### src/rtl/lpw_pkg.sv
package lpw_pkg;

  typedef enum logic [1:0] {
    ST_RUN   = 2'd0,
    ST_LIGHT = 2'd1,
    ST_DEEP  = 2'd2
  } lpwState_e;

  // datapath -> control summary of the wake sources
  typedef struct packed {
    logic anyQual;     // some line pending, enabled, above mask
    logic anyNewPend;  // some pending bit rose this cycle
    logic anyExt;      // some event line active
    logic anyDeepSrc;  // some standby source active
  } lpwFlags_t;

  // control -> datapath strobes
  typedef struct packed {
    logic fire;
    logic take;
    logic restart;
  } lpwStrobe_t;

endpackage

### src/rtl/lpw_prio_gate.sv
module lpw_prio_gate #(
  parameter int PRIO_W = 4
) (
  input  logic              pending,
  input  logic              enable,
  input  logic [PRIO_W-1:0] prio,
  input  logic [PRIO_W-1:0] mask,
  output logic              qualified
);
  logic beatsMask;

  always_comb begin
    beatsMask = (mask == '0) || (prio < mask);
    qualified = pending && enable && beatsMask;
  end
endmodule

### src/rtl/lpw_datapath.sv
module lpw_datapath
  import lpw_pkg::*;
#(
  parameter int NUM_IRQ = 8,
  parameter int PRIO_W  = 4,
  parameter int NUM_EXT = 4,
  parameter int NUM_PIN = 2
) (
  input  logic                      clk,
  input  logic                      rstN,
  input  logic [NUM_IRQ-1:0]        irqPending,
  input  logic [NUM_IRQ-1:0]        irqEnable,
  input  logic [NUM_IRQ*PRIO_W-1:0] irqPrio,
  input  logic [PRIO_W-1:0]         prioMask,
  input  logic [NUM_EXT-1:0]        extEvent,
  input  logic                      extRstReq,
  input  logic                      wdogRstReq,
  input  logic [NUM_PIN-1:0]        wakePin,
  input  logic [NUM_PIN-1:0]        wakePinEn,
  input  logic                      rtcEvent,
  input  lpwStrobe_t                strobe,
  output lpwFlags_t                 flags,
  output logic                      wakePulse,
  output logic                      takeIrq,
  output logic                      restartReq
);
  logic [NUM_IRQ-1:0] pendPrev;
  logic [NUM_PIN-1:0] pinPrev;
  logic [NUM_IRQ-1:0] qualVec;
  logic [NUM_IRQ-1:0] newPend;
  logic [NUM_PIN-1:0] pinEdge;

  for (genvar gLine = 0; gLine < NUM_IRQ; gLine++) begin : g_line
    lpw_prio_gate #(.PRIO_W(PRIO_W)) i_gate (
      .pending   (irqPending[gLine]),
      .enable    (irqEnable[gLine]),
      .prio      (irqPrio[gLine*PRIO_W +: PRIO_W]),
      .mask      (prioMask),
      .qualified (qualVec[gLine])
    );
  end

  always_ff @(posedge clk or negedge rstN) begin
    if (!rstN) begin
      pendPrev <= '0;
      pinPrev  <= '0;
    end else begin
      pendPrev <= irqPending;
      pinPrev  <= wakePin;
    end
  end

  always_comb begin
    newPend          = irqPending & ~pendPrev;
    pinEdge          = wakePin & ~pinPrev & wakePinEn;
    flags.anyQual    = |qualVec;
    flags.anyNewPend = |newPend;
    flags.anyExt     = |extEvent;
    flags.anyDeepSrc = extRstReq | wdogRstReq | rtcEvent | (|pinEdge);
  end

  always_ff @(posedge clk or negedge rstN) begin
    if (!rstN) begin
      wakePulse  <= 1'b0;
      takeIrq    <= 1'b0;
      restartReq <= 1'b0;
    end else begin
      wakePulse  <= strobe.fire;
      takeIrq    <= strobe.take;
      restartReq <= strobe.restart;
    end
  end
endmodule

### src/rtl/lpw_control.sv
module lpw_control
  import lpw_pkg::*;
(
  input  logic      clk,
  input  logic      rstN,
  input  logic      enterReq,
  input  logic      enterWfe,
  input  logic      enterDeep,
  input  logic      sevOnPend,
  input  lpwFlags_t flags,
  output lpwStrobe_t strobe,
  output lpwState_e state,
  output logic      wfeMode
);
  lpwState_e stateNext;
  logic      wfeNext;
  logic      wakeCond;

  always_comb begin
    wakeCond = 1'b0;
    unique case (state)
      ST_LIGHT: begin
        if (!wfeMode)       wakeCond = flags.anyQual;
        else if (sevOnPend) wakeCond = flags.anyNewPend | flags.anyExt;
        else                wakeCond = flags.anyQual | flags.anyExt;
      end
      ST_DEEP:  wakeCond = flags.anyDeepSrc;
      default:  wakeCond = 1'b0;
    endcase
  end

  always_comb begin
    strobe.fire    = wakeCond;
    strobe.take    = wakeCond && (state == ST_LIGHT) && flags.anyQual;
    strobe.restart = wakeCond && (state == ST_DEEP);
  end

  always_comb begin
    stateNext = state;
    wfeNext   = wfeMode;
    if (state == ST_RUN) begin
      if (enterReq) begin
        stateNext = enterDeep ? ST_DEEP : ST_LIGHT;
        wfeNext   = enterWfe;
      end
    end else if (wakeCond) begin
      stateNext = ST_RUN;
    end
  end

  always_ff @(posedge clk or negedge rstN) begin
    if (!rstN) begin
      state   <= ST_RUN;
      wfeMode <= 1'b0;
    end else begin
      state   <= stateNext;
      wfeMode <= wfeNext;
    end
  end
endmodule

### src/rtl/lpw_wake_ctrl.sv
module lpw_wake_ctrl
  import lpw_pkg::*;
#(
  parameter int NUM_IRQ = 8,
  parameter int PRIO_W  = 4,
  parameter int NUM_EXT = 4,
  parameter int NUM_PIN = 2
) (
  input  logic                      clk,
  input  logic                      rstN,
  input  logic                      enterReq,
  input  logic                      enterWfe,
  input  logic                      enterDeep,
  input  logic                      sevOnPend,
  input  logic [NUM_IRQ-1:0]        irqPending,
  input  logic [NUM_IRQ-1:0]        irqEnable,
  input  logic [NUM_IRQ*PRIO_W-1:0] irqPrio,
  input  logic [PRIO_W-1:0]         prioMask,
  input  logic [NUM_EXT-1:0]        extEvent,
  input  logic                      extRstReq,
  input  logic                      wdogRstReq,
  input  logic [NUM_PIN-1:0]        wakePin,
  input  logic [NUM_PIN-1:0]        wakePinEn,
  input  logic                      rtcEvent,
  output logic                      wakePulse,
  output logic                      takeIrq,
  output logic                      restartReq
);
  lpwFlags_t  flags;
  lpwStrobe_t strobe;
  lpwState_e  ctlState;
  logic       ctlWfe;

  lpw_control i_control (
    .clk       (clk),
    .rstN      (rstN),
    .enterReq  (enterReq),
    .enterWfe  (enterWfe),
    .enterDeep (enterDeep),
    .sevOnPend (sevOnPend),
    .flags     (flags),
    .strobe    (strobe),
    .state     (ctlState),
    .wfeMode   (ctlWfe)
  );

  lpw_datapath #(
    .NUM_IRQ (NUM_IRQ),
    .PRIO_W  (PRIO_W),
    .NUM_EXT (NUM_EXT),
    .NUM_PIN (NUM_PIN)
  ) i_datapath (
    .clk        (clk),
    .rstN       (rstN),
    .irqPending (irqPending),
    .irqEnable  (irqEnable),
    .irqPrio    (irqPrio),
    .prioMask   (prioMask),
    .extEvent   (extEvent),
    .extRstReq  (extRstReq),
    .wdogRstReq (wdogRstReq),
    .wakePin    (wakePin),
    .wakePinEn  (wakePinEn),
    .rtcEvent   (rtcEvent),
    .strobe     (strobe),
    .flags      (flags),
    .wakePulse  (wakePulse),
    .takeIrq    (takeIrq),
    .restartReq (restartReq)
  );
endmodule

### config.mk
export PLATFORM = sky130hd
export DESIGN_NAME = lpw_wake_ctrl
export DESIGN_NICKNAME = d
export VERILOG_FILES = /design/src/rtl/lpw_pkg.sv /design/src/rtl/lpw_prio_gate.sv /design/src/rtl/lpw_datapath.sv /design/src/rtl/lpw_control.sv /design/src/rtl/lpw_wake_ctrl.sv
export SDC_FILE = /design/constraint.sdc
export NUM_CORES = 1
export LEC_CHECK = 0
export BUFFER_PORTS_ARGS = -buffer_cell sky130_fd_sc_hd__buf_4
export CAP_MARGIN = 20
export CORE_MARGIN = 2
export CORE_UTILIZATION = 46
export CTS_BUF_LIST = sky130_fd_sc_hd__clkbuf_8
export DETAILED_ROUTE_END_ITERATION = 8
export PLACE_DENSITY = 0.92
export SLEW_MARGIN = 5
export SYNTH_ARGS = -nofsm -noshare
export SYNTH_HDL_FRONTEND = slang
export SYNTH_SLANG_ARGS = --single-unit
### constraint.sdc
create_clock -name clk -period 2.1 [get_ports clk]
set_clock_uncertainty 0.2 [all_clocks]
set_input_delay 0.21 -clock clk [delete_from_list [all_inputs] [get_ports clk]]
set_output_delay 0.21 -clock clk [all_outputs]
set_load 0.02 [all_outputs]
==> impl_metrics.py, run 1 <==
metrics = {
    "run_status": {
        "status": "finished with violations",
        "failed_checks": "setup timing",
    },
    "worst_setup_path": {
        "rrSetupSlack_ps": 110,
        "cp.arrival_ps": 2270,
        "path_max_fanout": 6,
        "crit_path_start_kind": "input pin",
        "worst-setup-path-type": "in2reg",
        "cp-end-kind": "register",
        "cp.required_ps": 2070,
    },
    "sta": {
        "period_minus_slack_ps": 2300,
        "hold_violations": 0,
        "rsz0062_at_grt": "yes",
        "finalSetupViolCount": 5,
        "finalMaxSlewViolations": 0,
        "slew_headroom_pct": 78.5,
        "fmax_mhz": 435,
        "fin_ws_ps": -198,
        "worst_pin_slew_ps": 318,
        "fin_tns_setup_ps": -592,
        "fin_crit_sh_pct": 109,
    },
    "clock_network": {
        "htreeDepth": 1,
        "clock_path_buffers": 2,
        "cts_num_sinks": 16,
        "clk_latency_ps": 260,
        "clock-root-buffer": "clkbuf_8",
        "cts_tree": "done",
        "cts_buffers": 3,
        "clk_pin_slew_ps": 60,
    },
    "drt": {
        "vias_per_cell": 5.67,
        "initialDrtViolationCount": 47,
        "firstDrtPassIters": 4,
        "num_vias": 1492,
        "wl_um": 4510,
        "drc": 0,
        "routedWlPerCell_um": 17.2,
        "drtAntennaViolNets": 0,
    },
    "synth": {
        "synth_top_family_by_area": "adder cells",
        "ys_types": 32,
        "syn_area_um2": 1270,
        "ys_warn_count": 0,
        "postSynthCellCount": 134,
        "synthAdderAreaFrac_pct": 26.5,
        "synth-simple-area-share_pct": 12.2,
        "syn_area_per_cell_um2": 9.51,
        "synth.net_count": 230,
        "async_flop_share_pct": 100,
        "ys.flop_type": "dfrtp_1",
        "ys_ff_latch": 16,
        "synth_edf_count": 0,
        "synth-compound-area-share_pct": 23.7,
        "muxShareOfSynthArea_pct": 1.77,
        "synth_xor_area_share_pct": 0,
        "yosysSeqAreaShare_pct": 31.4,
    },
    "global_route": {
        "grt-ovfl-total": 0,
        "grt_pass1_vias": 1651,
        "grt_max_degree": 17,
        "grt_pass1_wl_um": 7090,
        "antenna_found_initial": 0,
        "grtUsageTotal_pct": 28.7,
    },
    "floorplan": {
        "fp-row-count": 19,
        "core_um2": 2690,
        "die_w_um": 56.6,
        "chipHeight_um": 56.6,
        "start_util_pct": 47.5,
        "die-area_um2": 3210,
        "ios": 72,
    },
    "pwr": {
        "powerDensity_nw_per_um2": 571,
        "p_leak_nw": 1.11,
        "ir_drop_uv": 625,
    },
    "placed_design": {
        "dp_worst_setup_slack_ps": -346,
        "port-buffer-count": 71,
        "placed_cells": 241,
        "dp_hpwl_um": 2970,
        "gp_congestion": 0.879,
    },
    "job": {
        "maxCapViolCount": 0,
    },
    "cells_and_area": {
        "drive_gt1_share_pct": 47.0,
        "instances_no_fill": 263,
        "diodes": 0,
        "nets": 329,
        "syn2layout_area_growth_pct": 76.3,
    },
    "worst_hold_path": {
        "hp-class": "in2reg",
    },
}
[worst paths after layout]
check                                            start  cells after the start                      to
worst max-delay path                       prioMask[2]                     10      i_control.state[1]
worst max register to register  i_datapath.pendPrev[6]                      6      i_control.state[1]
worst min register to register       i_control.wfeMode                      1       i_control.wfeMode
max in group asynchronous                         rstN                      2   i_datapath.pinPrev[1]
min in group asynchronous                         rstN                      2  i_datapath.pendPrev[5]
worst min-delay path                         enterDeep                      3      i_control.state[0]
[critical path: stages]
cell	delay, ps
buf_6	80
clkinvlp_4	180
ha_1	360
a21o_1	120
a31oi_1	40
o2111ai_1	250
o21ai_1	120
or3_4	410
a22o_4	270
o31ai_4	220
[synth_stat cells, types with 2 or more instances]
| cell type | instances | area share (%) |
|---|---|---|
| o211ai_1 | 2 | 1.2 |
| nand3b_1 | 3 | 1.8 |
| nand2b_1 | 3 | 1.5 |
| dfrtp_1 | 16 | 31 |
| a211oi_1 | 2 | 1.2 |
| nand2_1 | 14 | 4.1 |
| inv_1 | 15 | 4.4 |
| nor2_1 | 4 | 1.2 |
| ha_1 | 27 | 26 |
| a21oi_1 | 10 | 3.9 |
| o2111ai_1 | 3 | 2.1 |
| a22oi_1 | 2 | 1.2 |
| mux2_2 | 2 | 1.8 |
| o21ai_0 | 10 | 3.9 |
| o22ai_1 | 4 | 2.0 |
[per-layer routing]
| metal | part of all wire [%] | GRT usage, % | up-vias |
|---|---|---|---|
| li1 | - | - | 699 |
| met1 | 37 | 29.7 | 702 |
| met2 | 54 | 54.3 | 78 |
| met3 | 6.4 | 5.30 | 13 |
| met4 | 2.9 | 13.6 | 0 |
| met5 | 0 | 0 | - |
[registers in the layout, indices dropped and copies added (netlist names)]
register / flops
i_control.state: 2
i_control.wfeMode: 1
i_datapath.pendPrev: 8
i_datapath.pinPrev: 2
i_datapath.restartReq: 1
i_datapath.takeIrq: 1
i_datapath.wakePulse: 1
[stage by stage]
| stage | power [mW] | utilization, % | cell area, um2 | hold WS (ps) |
|---|---|---|---|---|
| finish | 1.28 | 83.7 | 2250 | 45.5 |
| global route | 1.36 | 83.7 | 2250 | 56.5 |
| CTS | 1.24 | 81.8 | 2200 | 47.6 |
| detailed placement | 0.910 | 70.7 | 1900 | -124 |
| global placement | 0.878 | 70.7 | 1900 | -127 |
| floorplan | 0.690 | - | 1290 | -286 |
[final cells by class]
| class | instances | area (um2) |
|---|---|---|
| tap | 31 | 38.8 |
| sequential | 16 | 400 |
| fill | 150 | 438 |
| inverter | 15 | 67.6 |
| multi-input combinational | 103 | 925 |
| clock buffer | 4 | 55.1 |
| timing repair buffer | 94 | 762 |
[report_power, final]
| part | leakage [nW] | internal [mW] | switching, mW |
|---|---|---|---|
| clock network | 0.0288 | 0.167 | 0.112 |
| registers | 0.194 | 0.359 | 0.0279 |
| logic | 0.892 | 0.321 | 0.298 |
[what timing repair did]
| action | in CTS | in global routing |
|---|---|---|
| setup endpoints to repair | 4 | 5 |
| buffers inserted | 3 | 5 |
| hold endpoints to repair | 27 | 0 |
| hold buffers | 12 | 0 |
| pin swaps | 6 | 11 |
| resized for setup | 21 | 6 |
[cells in the final DEF, fill, tap and decap left out, drive strengths merged, types with 2 or more instances in the layout]
master and n:
nor2 4, clkbuf 4, o22ai 4, ha 27, a211oi 2, dfrtp 16
nand2b 3, dlygate4sd3 12, a22oi 2, o21ai 10, a21oi 10, o211ai 2
mux2 2, clkinvlp 3, nand2 14, o2111ai 3, inv 12, o31ai 2
nand3b 3, buf 82
[cell families after synthesis]
logic type	after synthesis
adders and majority gates	27
buffers and inverters	15
AOI/OAI and AO/OA	43
and+or+nand+nor	31
muxes	2
DFF	16
Power figures use the tool's default switching activity.
==> run 2, diff against run 1 <==
--- a/config.mk
+++ b/config.mk
@@ -11,7 +11,9 @@
 export CORE_UTILIZATION = 46
 export CTS_BUF_LIST = sky130_fd_sc_hd__clkbuf_8
 export DETAILED_ROUTE_END_ITERATION = 8
+export MAX_ROUTING_LAYER = met4
 export PLACE_DENSITY = 0.92
+export SETUP_SLACK_MARGIN = 0.2
 export SLEW_MARGIN = 5
 export SYNTH_ARGS = -nofsm -noshare
 export SYNTH_HDL_FRONTEND = slang
==> run 2 against run 1 <==
  * Critical path depth is the same
  * Maximum frequency grew 0.54%
  * Core utilization shrank 0.51 points
  * First-iteration DRC count grew 19%
  * Worst setup slack gained 12 ps
  * The flow still finishes with violations (setup timing)
  * Clock power shrank 22%
==> impl_metrics.py, run 2 (synthesis gave the netlist of run 1 again) <==
metrics = {
    "drt": {
        "wl_um": 5090,
        "drc": 0,
        "routedWlPerCell_um": 19.5,
        "drtAntennaViolNets": 0,
        "num_vias": 1533,
        "vias_per_cell": 5.87,
        "initialDrtViolationCount": 56,
        "firstDrtPassIters": 4,
    },
    "job": {
        "maxCapViolCount": 0,
    },
    "floorplan": {
        "fp-row-count": 19,
        "die-area_um2": 3210,
        "die_w_um": 56.6,
        "core_um2": 2690,
        "chipHeight_um": 56.6,
        "ios": 72,
        "start_util_pct": 47.5,
    },
    "sta": {
        "period_minus_slack_ps": 2290,
        "rsz0062_at_grt": "yes",
        "fmax_mhz": 438,
        "hold_violations": 0,
        "fin_ws_ps": -185,
        "fin_tns_setup_ps": -678,
        "fin_crit_sh_pct": 109,
        "finalSetupViolCount": 5,
        "worst_pin_slew_ps": 373,
        "slew_headroom_pct": 74.8,
        "finalMaxSlewViolations": 0,
    },
    "cells_and_area": {
        "diodes": 0,
        "final_cell_mix": "buf_4 (75), ha_1 (21), dfrtp_1 (16), nand2_1 (14)",
        "nets": 328,
        "fin_area_um2": 2230,
        "reg.largest.list": "i_datapath.pendPrev (8), i_control.state (2), i_datapath.pinPrev (2)",
        "fin_util_pct": 83.2,
        "largest_register_ff_count": 8,
        "final_common_cell": "buf_4",
        "instances_no_fill": 261,
        "syn2layout_area_growth_pct": 75.3,
        "drive_gt1_share_pct": 45.7,
        "regMostFlops": "i_datapath.pendPrev",
    },
    "run_status": {
        "status": "finished with violations",
        "failed_checks": "setup timing",
    },
    "pwr": {
        "p_leak_nw": 1.10,
        "p_seq_share_pct": 31.4,
        "p_int_mw": 0.810,
        "powerDensity_nw_per_um2": 549,
        "combPwrFrac_pct": 50.9,
        "ir_drop_uv": 518,
        "power.switching_mw": 0.417,
        "swShare_pct": 34.0,
        "clkPwrFrac_pct": 17.6,
    },
    "worst_setup_path": {
        "path_max_fanout": 7,
        "crit_chain": "buf_8 -> clkinvlp_4 -> ha_4 -> o211a_1 -> o31ai_2 -> a21oi_1 -> o2111ai_1 -> or3_4 -> a22o_4 -> and3_4",
        "cp-end-kind": "register",
        "cp_top_family": "compound AO/OA/AOI/OAI gates",
        "max_stage_delay_ps": 400,
        "cp_slowest_cell": "or3_4",
        "cp.required_ps": 2030,
        "crit_path_start_kind": "input pin",
        "path_buf_inv": 2,
        "worst-setup-path-type": "in2reg",
        "cp.arrival_ps": 2210,
    },
    "placed_design": {
        "place_area_um2": 1890,
        "dp_hpwl_um": 3010,
        "placed_cells": 238,
        "gp_congestion": 0.821,
        "port-buffer-count": 71,
        "dp_worst_setup_slack_ps": -334,
    },
    "global_route": {
        "antenna_found_initial": 0,
        "grt_pass1_wl_um": 6430,
        "use_met2_pct": 49.8,
        "grt_max_degree": 17,
        "grt_busiest_layer": "met2",
        "grtUsageTotal_pct": 26.7,
        "grt_pass1_vias": 1508,
        "grt_use_met3_pct": 4.38,
        "met1_usage_pct": 28.2,
        "grt-ovfl-total": 0,
    },
    "clock_network": {
        "clock_path_buffers": 2,
        "clk_pin_slew_ps": 60,
        "cts_num_sinks": 16,
        "clock-root-buffer": "clkbuf_8",
        "cts_tree": "done",
        "cts_buffers": 3,
        "clk_latency_ps": 240,
        "htreeDepth": 1,
    },
    "worst_hold_path": {
        "hp-class": "in2reg",
    },
}
-- run 2: final timing paths --
check | from | end | slack, ps | depth (start not counted)
worst min-delay path | enterDeep | i_control.state[0] | 50 | 3
worst max register to register | i_datapath.pendPrev[0] | i_datapath.takeIrq | 120 | 6
max in group asynchronous | rstN | i_datapath.pinPrev[0] | 1360 | 2
worst min register to register | i_control.wfeMode | i_control.wfeMode | 370 | 1
min in group asynchronous | rstN | i_datapath.restartReq | 160 | 2
worst max-delay path | prioMask[2] | i_datapath.takeIrq | -190 | 10
-- run 2: power groups by stage --
stage / registers [mW] / logic, mW / clock network (mW)
6_report: 0.386 / 0.625 / 0.217
5_1_grt: 0.391 / 0.669 / 0.241
4_1_cts: 0.385 / 0.561 / 0.222
3_5_place_dp: 0.390 / 0.515 / 0
3_3_place_gp: 0.386 / 0.493 / 0
2_1_floorplan: 0.399 / 0.293 / 0
-- run 2: per-layer routing --
layer | wire (um) | share of wire [%] | vias up
li1 | - | - | 694
met1 | 1850 | 36 | 711
met2 | 2580 | 51 | 106
met3 | 416 | 8.2 | 22
met4 | 244 | 4.8 | 0
met5 | 0 | 0 | -
-- run 2: worst min-delay path, delay by kind of cell --
kind	cells	cell delay [ps]
muxes	1	130
buffers and inverters	1	80
AOI/OAI and AO/OA	1	30
-- run 2: metrics by stage --
stage / total power [mW] / hold slack [ps]
final: 1.23 / 54.7
after global routing: 1.30 / 50.7
after CTS: 1.17 / 52.5
after detailed placement: 0.906 / -122
after global placement: 0.878 / -127
after floorplan: 0.692 / -286
-- run 2: timing repair --
action | in CTS | in global routing
gates resized for setup | 5 | 18
hold endpoints to repair | 27 | 0
setup endpoints to repair | 5 | 5
setup buffers | 6 | 2
hold buffers | 12 | 0
pin swaps | 3 | 2
-- run 2: area by class of cell --
type / instances / area [um2]
timing repair buffer: 93 / 758
inverter: 15 / 67.6
sequential: 16 / 400
fill: 150 / 452
clock buffer: 3 / 41.3
tap: 31 / 38.8
multi-input combinational: 103 / 928
==> run 3, diff against run 2 <==
--- a/config.mk
+++ b/config.mk
@@ -8,11 +8,12 @@
 export BUFFER_PORTS_ARGS = -buffer_cell sky130_fd_sc_hd__buf_4
 export CAP_MARGIN = 20
 export CORE_MARGIN = 2
-export CORE_UTILIZATION = 46
+export CORE_UTILIZATION = 27
 export CTS_BUF_LIST = sky130_fd_sc_hd__clkbuf_8
 export DETAILED_ROUTE_END_ITERATION = 8
 export MAX_ROUTING_LAYER = met4
-export PLACE_DENSITY = 0.92
+export PLACE_DENSITY = 0.62
+export REMOVE_ABC_BUFFERS = 1
 export SETUP_SLACK_MARGIN = 0.2
 export SLEW_MARGIN = 5
 export SYNTH_ARGS = -nofsm -noshare
==> run 3 against run 2 <==
  * Via count down 13%
  * Global-route usage down 12 points
  * Cell area down 3.8%
  * Flip-flop and latch count unchanged
  * The flow finishes with violations (DRC, setup timing)
  * Worst setup slack better by 130 ps
  * Maximum frequency up 6.1%
  * Sequential share of layout area up 0.70 points
==> impl_metrics.py, run 3 (synthesis gave the netlist of run 1 again) <==
metrics = {
    "run_status": {
        "status": "finished with violations",
        "failed_checks": "DRC, setup timing",
    },
    "drt": {
        "firstDrtPassIters": 6,
        "vias_per_cell": 4.77,
        "drtAntennaViolNets": 0,
        "wl_um": 3670,
        "initialDrtViolationCount": 31,
        "routedWlPerCell_um": 13.2,
        "drc": 1,
        "num_vias": 1330,
    },
    "worst_setup_path": {
        "crit_path_start_kind": "input pin",
        "reg2regPathDepth": 6,
        "rrSetupSlack_ps": 190,
        "cpMostUsedCell": "buf_6",
        "path_buf_inv": 3,
        "regToRegStartpoint": "i_datapath.pendPrev[4]",
        "cp.required_ps": 2040,
        "cp_slowest_cell": "or3_4",
        "crit_chain": "buf_6 -> clkinvlp_4 -> buf_6 -> ha_4 -> o21ai_1 -> a21oi_1 -> o2111ai_1 -> or3_4 -> a22o_4 -> and3_4",
        "cp-end-kind": "register",
        "cp_top_family": "compound AO/OA/AOI/OAI gates",
        "worst-setup-path-type": "in2reg",
        "cp.arrival_ps": 2090,
        "rr_endpoint": "i_datapath.takeIrq",
        "max_stage_delay_ps": 420,
        "path_max_fanout": 7,
    },
    "worst_hold_path": {
        "min_path_cells": 3,
        "min_to": "i_control.state[0]",
        "hp-class": "in2reg",
        "holdCritStartpoint": "enterDeep",
    },
    "placed_design": {
        "gp_congestion": 0.843,
        "dp_worst_setup_slack_ps": -283,
        "port-buffer-count": 71,
        "dp_hpwl_um": 2880,
        "place_area_um2": 1910,
    },
    "floorplan": {
        "fp-row-count": 24,
        "start_util_pct": 28.7,
        "ios": 72,
        "core_um2": 4440,
        "die_w_um": 72.7,
        "chipHeight_um": 72.7,
        "die-area_um2": 5290,
    },
    "sta": {
        "fin_crit_sh_pct": 103,
        "finalSetupViolCount": 4,
        "finalMaxSlewViolations": 0,
        "slew_headroom_pct": 78.3,
        "rsz0062_at_grt": "yes",
        "period_minus_slack_ps": 2150,
        "fin_tns_setup_ps": -130,
        "hold_violations": 0,
        "fin_ws_ps": -54.0,
        "fmax_mhz": 464,
        "worst_pin_slew_ps": 321,
    },
    "clock_network": {
        "clock_path_buffers": 2,
        "htreeDepth": 1,
        "clk_pin_slew_ps": 60,
        "cts_tree": "done",
        "cts_num_sinks": 16,
        "clock-root-buffer": "clkbuf_8",
        "cts_buffers": 3,
        "clk_latency_ps": 250,
    },
    "cells_and_area": {
        "nets": 325,
        "seq_area_um2": 400,
        "syn2layout_area_growth_pct": 68.7,
        "largest_register_ff_count": 8,
        "diodes": 0,
        "multiInputGateArea_um2": 867,
        "final_common_cell": "buf_4",
        "regMostFlops": "i_datapath.pendPrev",
        "final_cell_mix": "buf_4 (75), ha_1 (25), dfrtp_1 (16), inv_1 (14), nand2_1 (14)",
        "drive_gt1_share_pct": 41.0,
        "nFillCells": 450,
        "fin_area_um2": 2150,
        "reg.largest.list": "i_datapath.pendPrev (8), i_control.state (2), i_datapath.pinPrev (2)",
    },
    "global_route": {
        "grt_max_degree": 17,
        "grt_pass1_vias": 1311,
        "grt-ovfl-total": 0,
        "grtUsageTotal_pct": 14.2,
        "antenna_found_initial": 0,
        "grt_pass1_wl_um": 5730,
    },
    "pwr": {
        "p_leak_nw": 1.09,
        "powerDensity_nw_per_um2": 536,
        "ir_drop_uv": 231,
    },
    "job": {
        "maxCapViolCount": 0,
    },
}
[run 3: cell types whose count changed in the layout (fill, tap and decap cells not counted), sizes merged]
| cell | delta |
|---|---|
| buf | -3 |
| inv | +2 |
| clkinvlp | -2 |
[run 3: where the power goes]
part / internal, mW / switching [mW]
logic: 0.295 / 0.250
clock network: 0.127 / 0.0969
registers: 0.359 / 0.0235
total: 0.781 / 0.371
[run 3: metal layers]
metal | track usage [%] | part of all wire, % | up-vias
met1 | 17.8 | 44 | 578
met2 | 23.9 | 48 | 58
met5 | - | 0 | -
met3 | 2.62 | 6.1 | 4
met4 | 3.09 | 1.2 | 0
li1 | - | - | 690
[run 3: how the worst max path moves through the flow]
stage	from	to	slack [ps]	depth (start not counted)
after detailed placement	prioMask[2]	i_datapath.takeIrq	-280	9
after floorplan	prioMask[3]	i_datapath.takeIrq	-40	9
after global routing	prioMask[1]	i_datapath.takeIrq	-110	10
final	prioMask[1]	i_datapath.takeIrq	-50	10
after global placement	prioMask[2]	i_datapath.takeIrq	-250	10
after CTS	prioMask[1]	i_datapath.takeIrq	-9	10
[run 3: worst reg2reg max path: cells and delay by family (launching register included)]
kind            cells  cell delay [ps]
flops               1              320
compound gates      4             1020
simple gates        2              260
[run 3: layout make-up]
type	instances	area share [%]
Sequential cell	16	18.6
Multi-Input combinational cell	103	40.3
Timing Repair Buffer	90	33.3
Tap cell	52	3.03
Inverter	15	2.79
Clock buffer	3	1.92
[run 3: through the flow]
stage               utilization (%)  cells  hold slack, ps  total power, mW
floorplan                         -    134            -286            0.689
global placement               43.0    262            -124            0.888
detailed placement             43.0    262            -126            0.890
CTS                            46.8    277            56.9             1.14
global route                   48.4    279            61.3             1.24
finish                         48.4    279            57.5             1.15
[run 3: repair_timing]
item	in CTS	in global routing
setup buffers	0	2
pin swaps	0	10
setup endpoints to repair	5	5
hold buffers	12	0
gates cloned	0	0
resized for setup	1	13
hold endpoints to repair	27	0
